<file path="config.mk">
export PLATFORM = sky130hd
export DESIGN_NAME = jtag_bscan_tap
export DESIGN_NICKNAME = d
export VERILOG_FILES = /design/src/rtl/jtag_bscan_pkg.sv /design/src/rtl/jtag_tap_fsm.sv /design/src/rtl/jtag_instr_reg.sv /design/src/rtl/jtag_bsr.sv /design/src/rtl/jtag_bscan_tap.sv
export SDC_FILE = /design/constraint.sdc
export NUM_CORES = 1
export LEC_CHECK = 0
export ABC_AREA = 1
export BUFFER_PORTS_ARGS = -buffer_cell sky130_fd_sc_hd__buf_2
export CORE_MARGIN = 5
export CORE_UTILIZATION = 45
export DETAILED_ROUTE_END_ITERATION = 7
export GPL_ROUTABILITY_DRIVEN = 0
export GPL_TIMING_DRIVEN = 0
export SETUP_SLACK_MARGIN = 0.05
export SYNTH_ARGS = -nofsm -noshare
export SYNTH_HDL_FRONTEND = slang
export SYNTH_SLANG_ARGS = --single-unit
</file>
<file path="constraint.sdc">
create_clock -name tck -period 3.8 [get_ports tck]
set_input_delay 0.19 -clock tck [delete_from_list [all_inputs] [get_ports tck]]
set_output_delay 0.19 -clock tck [all_outputs]
set_load 0.01 [all_outputs]
</file>
<file path="src/rtl/jtag_bscan_pkg.sv">
package jtag_bscan_pkg;

    localparam int IR_W = 4;
    localparam int ID_W = 32;

    typedef logic [IR_W-1:0] opcode_t;

    localparam opcode_t OP_EXTEST  = 4'b0000;
    localparam opcode_t OP_SAMPLE  = 4'b0001;
    localparam opcode_t OP_CLAMP   = 4'b0010;
    localparam opcode_t OP_HIGHZ   = 4'b0011;
    localparam opcode_t OP_IDCODE  = 4'b1110;
    localparam opcode_t OP_BYPASS  = 4'b1111;
    localparam opcode_t IR_CAPTURE = 4'b0001;

    typedef enum logic [3:0] {
        TS_RESET, TS_IDLE,
        TS_SEL_DR, TS_CAP_DR, TS_SH_DR, TS_EX1_DR, TS_PAU_DR, TS_EX2_DR, TS_UPD_DR,
        TS_SEL_IR, TS_CAP_IR, TS_SH_IR, TS_EX1_IR, TS_PAU_IR, TS_EX2_IR, TS_UPD_IR
    } tap_state_e;

    typedef enum logic [1:0] {DR_BYPASS, DR_IDCODE, DR_BOUNDARY} dr_sel_e;
    typedef enum logic [1:0] {PIN_FUNC, PIN_SCAN, PIN_FLOAT} pin_mode_e;

    typedef struct packed {
        dr_sel_e   dr;
        pin_mode_e pins;
    } decode_t;

    function automatic tap_state_e tap_next(tap_state_e s, logic tms);
        tap_state_e n;
        case (s)
            TS_RESET:  n = tms ? TS_RESET  : TS_IDLE;
            TS_IDLE:   n = tms ? TS_SEL_DR : TS_IDLE;
            TS_SEL_DR: n = tms ? TS_SEL_IR : TS_CAP_DR;
            TS_CAP_DR: n = tms ? TS_EX1_DR : TS_SH_DR;
            TS_SH_DR:  n = tms ? TS_EX1_DR : TS_SH_DR;
            TS_EX1_DR: n = tms ? TS_UPD_DR : TS_PAU_DR;
            TS_PAU_DR: n = tms ? TS_EX2_DR : TS_PAU_DR;
            TS_EX2_DR: n = tms ? TS_UPD_DR : TS_SH_DR;
            TS_UPD_DR: n = tms ? TS_SEL_DR : TS_IDLE;
            TS_SEL_IR: n = tms ? TS_RESET  : TS_CAP_IR;
            TS_CAP_IR: n = tms ? TS_EX1_IR : TS_SH_IR;
            TS_SH_IR:  n = tms ? TS_EX1_IR : TS_SH_IR;
            TS_EX1_IR: n = tms ? TS_UPD_IR : TS_PAU_IR;
            TS_PAU_IR: n = tms ? TS_EX2_IR : TS_PAU_IR;
            TS_EX2_IR: n = tms ? TS_UPD_IR : TS_SH_IR;
            default:   n = tms ? TS_SEL_DR : TS_IDLE;
        endcase
        return n;
    endfunction

    function automatic decode_t op_decode(opcode_t op);
        decode_t d;
        case (op)
            OP_EXTEST: d = '{dr: DR_BOUNDARY, pins: PIN_SCAN};
            OP_SAMPLE: d = '{dr: DR_BOUNDARY, pins: PIN_FUNC};
            OP_CLAMP:  d = '{dr: DR_BYPASS,   pins: PIN_SCAN};
            OP_HIGHZ:  d = '{dr: DR_BYPASS,   pins: PIN_FLOAT};
            OP_IDCODE: d = '{dr: DR_IDCODE,   pins: PIN_FUNC};
            default:   d = '{dr: DR_BYPASS,   pins: PIN_FUNC};
        endcase
        return d;
    endfunction

endpackage

</file>
<file path="src/rtl/jtag_tap_fsm.sv">
module jtag_tap_fsm
    import jtag_bscan_pkg::*;
(
    input  logic       tck,
    input  logic       rst,
    input  logic       tms,
    output tap_state_e state
);

    always_ff @(posedge tck) begin
        if (rst) state <= TS_RESET;
        else     state <= tap_next(state, tms);
    end

endmodule

</file>
<file path="src/rtl/jtag_instr_reg.sv">
module jtag_instr_reg
    import jtag_bscan_pkg::*;
(
    input  logic       tck,
    input  logic       rst,
    input  tap_state_e state,
    input  logic       tdi,
    output opcode_t    ir_sr,
    output opcode_t    ir
);

    always_ff @(posedge tck) begin
        if (rst)                      ir_sr <= '0;
        else if (state == TS_CAP_IR)  ir_sr <= IR_CAPTURE;
        else if (state == TS_SH_IR)   ir_sr <= {tdi, ir_sr[IR_W-1:1]};
    end

    always_ff @(negedge tck) begin
        if (rst || state == TS_RESET) ir <= OP_IDCODE;
        else if (state == TS_UPD_IR)  ir <= ir_sr;
    end

endmodule

</file>
<file path="src/rtl/jtag_bsr.sv">
module jtag_bsr
    import jtag_bscan_pkg::*;
#(
    parameter int NPINS = 4
) (
    input  logic               tck,
    input  logic               rst,
    input  logic               cap_en,
    input  logic               sh_en,
    input  logic               upd_en,
    input  logic               tdi,
    input  pin_mode_e          mode,
    input  logic [NPINS-1:0]   pin_in,
    input  logic [NPINS-1:0]   core_out,
    input  logic [NPINS-1:0]   core_oe,
    output logic [NPINS-1:0]   pad_out,
    output logic [NPINS-1:0]   pad_oe,
    output logic [2*NPINS-1:0] sr_q,
    output logic [2*NPINS-1:0] upd_q
);

    localparam int LEN = 2 * NPINS;

    always_ff @(posedge tck) begin
        if (rst)         sr_q <= '0;
        else if (cap_en) sr_q <= {core_oe, pin_in};
        else if (sh_en)  sr_q <= {tdi, sr_q[LEN-1:1]};
    end

    always_ff @(negedge tck) begin
        if (rst)         upd_q <= '0;
        else if (upd_en) upd_q <= sr_q;
    end

    for (genvar i = 0; i < NPINS; i++) begin : g_pin
        always_comb begin
            case (mode)
                PIN_SCAN: begin
                    pad_out[i] = upd_q[i];
                    pad_oe[i]  = upd_q[NPINS+i];
                end
                PIN_FLOAT: begin
                    pad_out[i] = core_out[i];
                    pad_oe[i]  = 1'b0;
                end
                default: begin
                    pad_out[i] = core_out[i];
                    pad_oe[i]  = core_oe[i];
                end
            endcase
        end
    end

endmodule

</file>
<file path="src/rtl/jtag_bscan_tap.sv">
module jtag_bscan_tap
    import jtag_bscan_pkg::*;
#(
    parameter int          NPINS    = 4,
    parameter logic [31:0] ID_VALUE = 32'h0BA5_E0A3
) (
    input  logic             tck,
    input  logic             rst,
    input  logic             tms,
    input  logic             tdi,
    output logic             tdo,
    output logic             tdo_oe,
    input  logic [NPINS-1:0] core_out,
    input  logic [NPINS-1:0] core_oe,
    input  logic [NPINS-1:0] pin_in,
    output logic [NPINS-1:0] pad_out,
    output logic [NPINS-1:0] pad_oe
);

    localparam logic [ID_W-1:0] ID_WORD = {ID_VALUE[ID_W-1:1], 1'b1};

    tap_state_e          state;
    opcode_t             ir;
    opcode_t             ir_sr;
    decode_t             dec;
    logic                bypass_q;
    logic [ID_W-1:0]     id_sr;
    logic [2*NPINS-1:0]  bsr_sr;
    logic [2*NPINS-1:0]  bsr_upd;
    logic                bsr_cap, bsr_sh, bsr_upd_en;
    logic                dr_bit;

    jtag_tap_fsm u_fsm (
        .tck(tck), .rst(rst), .tms(tms), .state(state)
    );

    jtag_instr_reg u_ir (
        .tck(tck), .rst(rst), .state(state), .tdi(tdi), .ir_sr(ir_sr), .ir(ir)
    );

    assign dec        = op_decode(ir);
    assign bsr_cap    = (state == TS_CAP_DR) && (dec.dr == DR_BOUNDARY);
    assign bsr_sh     = (state == TS_SH_DR)  && (dec.dr == DR_BOUNDARY);
    assign bsr_upd_en = (state == TS_UPD_DR) && (dec.dr == DR_BOUNDARY);

    jtag_bsr #(.NPINS(NPINS)) u_bsr (
        .tck(tck), .rst(rst),
        .cap_en(bsr_cap), .sh_en(bsr_sh), .upd_en(bsr_upd_en),
        .tdi(tdi), .mode(dec.pins),
        .pin_in(pin_in), .core_out(core_out), .core_oe(core_oe),
        .pad_out(pad_out), .pad_oe(pad_oe),
        .sr_q(bsr_sr), .upd_q(bsr_upd)
    );

    always_ff @(posedge tck) begin
        if (rst) begin
            bypass_q <= 1'b0;
            id_sr    <= '0;
        end else if (state == TS_CAP_DR) begin
            if (dec.dr == DR_BYPASS) bypass_q <= 1'b0;
            if (dec.dr == DR_IDCODE) id_sr    <= ID_WORD;
        end else if (state == TS_SH_DR) begin
            if (dec.dr == DR_BYPASS) bypass_q <= tdi;
            if (dec.dr == DR_IDCODE) id_sr    <= {tdi, id_sr[ID_W-1:1]};
        end
    end

    always_comb begin
        case (dec.dr)
            DR_IDCODE:   dr_bit = id_sr[0];
            DR_BOUNDARY: dr_bit = bsr_sr[0];
            default:     dr_bit = bypass_q;
        endcase
    end

    always_ff @(negedge tck) begin
        if (rst) begin
            tdo    <= 1'b0;
            tdo_oe <= 1'b0;
        end else if (state == TS_SH_DR) begin
            tdo    <= dr_bit;
            tdo_oe <= 1'b1;
        end else if (state == TS_SH_IR) begin
            tdo    <= ir_sr[0];
            tdo_oe <= 1'b1;
        end else begin
            tdo    <= 1'b0;
            tdo_oe <= 1'b0;
        end
    end

endmodule

</file>
**After elaboration in Yosys (flattened, before gate mapping)**

Cells that the tools add are included.
W data, S select, Z words.

- Equal/unequal tests: 22
- Multiplexer cells: 39
- Reductions and logical operators: 15

Operators by type and width:

| operator | count |
|---|---|
| $mux W32 | 4 |
| $pmux W4 S11 | 1 |
| $eq A4 B4 Y1 const B | 9 |
| $pmux W4 S5 | 1 |
| $mux W1 | 17 |
| $eq A4 B2 Y1 const B | 4 |
| $eq A4 B3 Y1 const B | 4 |
| $mux W4 | 4 |
| $mux W8 | 2 |
| $pmux W1 S2 | 5 |
| $logic_not A4 Y1 | 2 |
| $mux W2 | 3 |
| $mux W3 | 2 |
| $reduce_bool A2 Y1 | 3 |
| $reduce_or A2 Y1 | 3 |
| $eq A2 B1 Y1 const B | 2 |
| $eq A2 B2 Y1 const B | 2 |
| $eq A4 B1 Y1 const B | 1 |
| $reduce_and A2 Y1 | 2 |
| $logic_and A1 B1 Y1 | 3 |
| $logic_not A2 Y1 | 1 |
| $logic_or A1 B1 Y1 | 1 |

- Input bits: 16
- Flip-flop bits (word level): 63
- Logic and storage cells: 86

**Depth between registers and ports, before layout**

Gate-level depths: netlist (run 1).

- Depth in word-level cells: 6
- Gate-level depth with buffers: 10

**Hierarchy**

From an unflattened synthesis (run 1), not the netlist that was laid out.

- Cells, all modules: 515
- Area total of the unflattened synthesis: 3348.2 um2

Modules (own cells, without submodules):

| module | cells each | area an instance (um2) | times used |
|---|---|---|---|
| jtag_bscan_tap | 263 | 1767.9 | 1 |
| jtag_bsr | 116 | 794.5 | 1 |
| jtag_tap_fsm | 80 | 399.1 | 1 |
| jtag_instr_reg | 56 | 386.6 | 1 |

==> results of run 1 <==
## cell type report
type,instances,area (um^2)
fillers,597,2610
multi-input cells,272,1370
flip-flops and latches,63,1260
clock buffers,13,181
repair buffers,26,158
inverters,35,133
plain buffers,17,98.8
well taps,75,93.8
clock inverters,17,78.8
## routing by layer
layer / up-vias / global-route usage (%)
met5: - / 0
li1: 1381 / -
met3: 6 / 5.90
met1: 1223 / 24.5
met2: 52 / 28.7
met4: 0 / 5.08
## power breakdown
group	leakage [nW]	switching (mW)	internal, mW	total (mW)
registers	0.509	0.0377	0.719	0.757
logic	0.874	0.273	0.142	0.415
clock network	0.187	0.283	0.365	0.648
total	1.57	0.593	1.23	1.82
## timing repair
| action | CTS | global route |
|---|---|---|
| pin swaps | 3 | 2 |
| resized for setup | 7 | 17 |
| setup endpoints to repair | 8 | 48 |
| endpoints found under the hold margin | 0 | 0 |
| setup buffers | 1 | 0 |
## worst register-to-register path: cells and delay by family, from the launching register on
family / cells / cell delay (ns)
simple gates: 4 / 0.64
fa+ha+maj: 1 / 0.25
flops: 1 / 0.36
buf+inv: 2 / 0.31
## cells by family after synthesis
| logic type | synth area share [%] |
|---|---|
| buf+inv | 8.39 |
| flops | 45.0 |
| compound gates | 16.9 |
| fa+ha+maj | 1.79 |
| mux | 1.61 |
| simple gates | 26.3 |
## cells in the mapped netlist, types with 5 or more instances
cell,count
nand2_1,79
dfxtp_1,63
a21oi_1,47
nor2_1,39
inv_1,31
nand3_1,29
o21ai_0,18
nor3_1,17
o21ai_1,15
buf_2,7
o22ai_1,7
clkbuf_1,6
nand2_2,5
## worst max-delay path by stage
stage | startpoint | end | slack, ns
2_1_floorplan | u_ir.ir[1] | u_bsr.sr_q[7] | 0.37
3_3_place_gp | u_ir.ir[1] | u_bsr.sr_q[7] | 0.11
3_5_place_dp | u_ir.ir[1] | u_bsr.sr_q[7] | 0.10
4_1_cts | u_ir.ir[3] | pad_out[0] | 0.05
5_1_grt | u_ir.ir[2] | pad_oe[3] | -0.01
6_report | u_ir.ir[2] | pad_out[2] | 0.06
## stage by stage
| step | std cells | setup WS, ns | hold slack (ns) |
|---|---|---|---|
| after floorplan | 389 | 0.370 | 0.259 |
| after global placement | 489 | 0.113 | 0.455 |
| after detailed placement | 489 | 0.102 | 0.456 |
| after CTS | 518 | 0.0541 | 0.105 |
| after global routing | 518 | -0.0118 | 0.113 |
| final | 518 | 0.0609 | 0.119 |
## sequential cells by signal, summed over array words and instances, names as in the netlist
signal	flops
bypass_q	1
u_fsm.state	4
u_bsr.upd_q	8
id_sr	32
tdo	1
tdo_oe	1
u_ir.ir_sr	4
u_bsr.sr_q	8
u_ir.ir	4
==> flow_summary_export.csv, run 1 <==
group,metric,value,unit
run_status,outcome,"complete, no violations",
synthesis,syn_area,2800,um^2
critical_path,r2r_slack,0.21,ns
critical_path,crit_cells,6,
critical_path,crit_path_start_kind,"flop",
final_layout,final_common_cell,"nand2_1",
global_routing,grt_max_degree,12,
route,drc,0,
clock_tree,cts_tree,"done",
route,wl_met1,3.17,mm
power,finalPower,1.82,mW
job,drv_cap,0,
min_path,hold_depth,2,
synthesis,ys_ff_latch,63,
placement,dp_hpwl,4.67,mm
placement,place_area,3020,um^2
route,detail-route-antenna-nets,0,
synthesis,async_reset_ff_share,0,%
global_routing,antenna_found_initial,0,
critical_path,cpPeakStageDelay,0.35,ns
clock_tree,clockBufferDepth,2,
power,powerDensity,539,nW/um^2
synthesis,ys.flop_type,"dfxtp_1",
floorplanning,die_area,7910,um^2
final_layout,final_nets,458,
critical_path,path_max_fanout,5,
final_layout,diodes,0,
critical_path,critical_path_class,"flop to output port",
clock_tree,numCtsBuffers,9,
synthesis,yosysTopAreaCell,"dfxtp_1",
critical_path,path_buf_inv,2,
power,peakVddDrop,0.310,mV
route,routed_wl,6.64,mm
synthesis,synth_edf_count,0,
floorplanning,core-area,5990,um^2
floorplanning,die_w,88.9,um
min_path,holdPathEnd,"id_sr[2]",
critical_path,r2r_start,"u_ir.ir[1]",
global_routing,grt_overflow,0,
global_routing,first_global_vias,2452,
timing,setup_violations,0,
final_layout,stdcell_area,3380,um^2
synthesis,synth_cell_types,29,
critical_path,worst-endpoint-arrival,3.55,ns
global_routing,grt_pass1_wl,11.3,mm
route,via_per_inst,5.14,
timing,slew_headroom,69.0,%
critical_path,crit_path_frequent_cell,"nor2_4",
critical_path,worstSetupEndpointType,"output port",
clock_tree,cts-root-buf,"clkbuf_8",
synthesis,ys_seq_area_share,45.0,%
clock_tree,cts-htree-levels,3,
synthesis,synth_warnings,0,
route,met3WireLength,307,um
timing,tightest_slew,0.465,ns
floorplanning,ioPinCount,26,
synthesis,syn_area_per_cell,7.20,um^2
critical_path,cp.required,3.61,ns
route,wl_met2,3.13,mm
critical_path,crit_family,"multiplexers",
timing,clock_skew,0.0589,ns
clock_tree,insertion_delay,0.39,ns
clock_tree,cts_sinks,63,
critical_path,path_cells,"nor2_4 -> inv_2 -> nor2_4 -> ha_4 -> mux2_2 -> buf_6",
synthesis,yosysTopAreaCellShare,45.0,%
route,dr_total_vias,2662,
synthesis,synth_cells,389,
clock_tree,hold_buffers,0,
final_layout,drive_above_1_share,17.8,%
global_routing,grtUsageTotal,18.3,%
synthesis,syn_nets,409,
route,wl_per_cell,12.8,um
floorplanning,start_util,46.8,%
timing,drv_slew,0,
floorplanning,dieHeight,88.9,um
final_layout,area.growth.synth_to_final,20.5,%
timing,rsz0062_at_grt,"true",
critical_path,reg2reg_to,"id_sr[27]",
timing,fin_tns_setup,0,ns
min_path,hp-start,"rst",
final_layout,post-route-util,56.4,%
critical_path,worst-r2r-cell-count,7,
min_path,hp-class,"primary input to flop",
synthesis,synthTopCellsByArea,"dfxtp_1 45%, nand2_1 11%, a21oi_1 8.4%",
clock_tree,path_clk_slew,0.07,ns
placement,port_buffers,25,
power,leakagePower,1.57,nW
critical_path,crit_path_top_delay_cell,"mux2_2",
final_layout,final_cell_mix,"78 x nand2_1, 61 x dfxtp_1, 47 x a21oi_1",
floorplanning,std_cell_rows,28,
route,drt-pass1-iter-count,4,
timing,hold_viol_final,0,
route,drt-initial-drc-count,167,
route,highest_layer,"met4",
(Power assumes the default switching activity.)
==> run 2: changes to the inputs <==
--- a/config.mk
+++ b/config.mk
@@ -7,11 +7,15 @@
 export LEC_CHECK = 0
 export ABC_AREA = 1
 export BUFFER_PORTS_ARGS = -buffer_cell sky130_fd_sc_hd__buf_2
+export CELL_PAD_IN_SITES_DETAIL_PLACEMENT = 2
+export CELL_PAD_IN_SITES_GLOBAL_PLACEMENT = 2
 export CORE_MARGIN = 5
-export CORE_UTILIZATION = 45
+export CORE_UTILIZATION = 36
 export DETAILED_ROUTE_END_ITERATION = 7
 export GPL_ROUTABILITY_DRIVEN = 0
 export GPL_TIMING_DRIVEN = 0
+export PLACE_DENSITY = 0.86
+export RECOVER_POWER = 50
 export SETUP_SLACK_MARGIN = 0.05
 export SYNTH_ARGS = -nofsm -noshare
 export SYNTH_HDL_FRONTEND = slang
==> run 2 against run 1 <==
The run now ends with setup timing left. Total power increased by 7.9%. Critical path depth is the same. Largest cell class unchanged. Critical endpoint is now pad_out[1]. Non-clock buffer count up 2. Worst hold slack better by 0.010 ns. Clock power is 12% higher. Highest routed layer unchanged. Die area up 22%. First-iteration DRC count fell by 28%. Global-route usage grew 6.8 points.
==> flow_summary_export.csv, run 2 (synthesized netlist as in run 1, its figures left out) <==
group,metric,value,unit
floorplanning,die_w,98.2,um
power,leakagePower,1.56,nW
power,powerDensity,560,nW/um^2
floorplanning,die_area,9650,um^2
timing,slew_headroom,58.1,%
floorplanning,core-area,7650,um^2
final_layout,reg_top3,"id_sr x32, u_bsr.sr_q x8, u_bsr.upd_q x8",
critical_path,path_buf_inv,2,
timing,clock_skew,0.0861,ns
global_routing,first_global_vias,3374,
final_layout,diodes,0,
critical_path,crit_path_frequent_cell,"nor2_4",
route,wl_per_cell,21.9,um
route,detail-route-antenna-nets,0,
min_path,hp-class,"primary input to flop",
global_routing,grt_pass1_wl,18.6,mm
clock_tree,cts_tree,"done",
run_status,outcome,"finished, violations left",
critical_path,worst-endpoint-arrival,3.72,ns
global_routing,grt_max_degree,12,
critical_path,cp.required,3.61,ns
clock_tree,path_clk_slew,0.07,ns
clock_tree,hold_buffers,0,
floorplanning,dieHeight,98.2,um
timing,rsz0062_at_grt,"true",
floorplanning,ioPinCount,26,
critical_path,critical_path_class,"flop to output port",
critical_path,crit_path_top_delay_cell,"mux2_4",
clock_tree,numCtsBuffers,9,
route,routed_wl,12.0,mm
clock_tree,clockBufferDepth,2,
final_layout,final_nets,460,
floorplanning,std_cell_rows,32,
clock_tree,insertion_delay,0.44,ns
timing,drv_slew,0,
critical_path,crit_path_start_kind,"flop",
run_status,violations,"setup timing",
route,drt-initial-drc-count,120,
placement,dp_hpwl,6.42,mm
timing,worst_slack,-0.112,ns
clock_tree,cts-root-buf,"clkbuf_8",
final_layout,largest_reg_flops,32,
floorplanning,start_util,36.6,%
route,drc,0,
global_routing,antenna_found_initial,0,
final_layout,final_cell_mix,"80 x nand2_1, 59 x dfxtp_1, 43 x inv_1, 43 x a21oi_1, 36 x nor2_1",
final_layout,area.growth.synth_to_final,25.1,%
global_routing,grtUsageTotal,25.1,%
route,dr_total_vias,2948,
timing,tightest_slew,0.629,ns
critical_path,worstSetupEndpointType,"output port",
global_routing,grt_overflow,0,
final_layout,fillCellCount,885,
clock_tree,cts-htree-levels,3,
clock_tree,cts_sinks,63,
power,peakVddDrop,0.296,mV
timing,hold_viol_final,0,
critical_path,crit_family,"multiplexers",
critical_path,cpPeakStageDelay,0.34,ns
placement,port_buffers,25,
timing,setup_violations,8,
placement,dpl.cell_count,516,
final_layout,final-instance-count-excl-fill,547,
route,drt-pass1-iter-count,4,
final_layout,drive_above_1_share,19.8,%
critical_path,path_cells,"nor2_4 -> inv_2 -> nor2_4 -> ha_4 -> mux2_4 -> buf_6",
final_layout,post-route-util,45.9,%
final_layout,final_common_cell,"nand2_1",
critical_path,path_max_fanout,7,
final_layout,regMostFlops,"id_sr",
job,drv_cap,0,
route,via_per_inst,5.39,
==> run 2: worst paths after layout <==
check,slack (ns),endpoint,cells after the start,start
setup / recovery,-0.11,pad_out[1],6,u_ir.ir[2]
hold / removal,0.13,id_sr[2],2,rst
setup reg to reg,0.04,u_bsr.sr_q[7],9,u_ir.ir[2]
hold reg to reg,0.47,id_sr[11],2,id_sr[11]
==> run 2: final cells by class <==
class                           count  area (um^2)  share of cell area (%)
Inverter                           35          139                    3.96
Tap cell                          102          128                    3.64
Sequential cell                    63         1270                    36.1
Timing Repair Buffer               28          180                    5.14
Clock inverter                     16         87.6                    2.50
Buffer                             17         98.8                    2.82
Multi-Input combinational cell    272         1440                    41.0
Clock buffer                       14          171                    4.89
==> run 2: metrics by stage <==
| step | hold WS, ns | total power [mW] | TNS (ns) | instance area (um^2) | worst slack [ns] |
|---|---|---|---|---|---|
| after global placement | 0.455 | 1.21 | 0 | 3060 | 0.100 |
| after global routing | 0.101 | 2.08 | -1.21 | 3510 | -0.142 |
| after floorplan | 0.259 | 1.10 | 0 | 2800 | 0.370 |
| after CTS | 0.0868 | 1.94 | 0 | 3400 | 0.0173 |
| after detailed placement | 0.462 | 1.24 | 0 | 3060 | 0.0545 |
| final | 0.129 | 1.96 | -0.506 | 3510 | -0.112 |
==> run 2: timing repair <==
item,4_1_cts,5_1_grt
resized for setup,22,31
setup endpoints to repair,48,48
cloned,0,0
buffers inserted,1,2
pin swaps,3,8
==> run 2: where the power goes <==
part | switching, mW | internal [mW] | total (mW)
combinational | 0.325 | 0.148 | 0.473
sequential | 0.0489 | 0.718 | 0.767
clock | 0.346 | 0.378 | 0.724
==> run 2: layer usage <==
metal	GRT usage (%)	vias to the layer above	wire length [um]
met1	28.1	1459	4930
li1	-	1390	-
met4	11.8	0	415
met5	0	-	0
met2	44.7	69	6270
met3	6.00	30	388
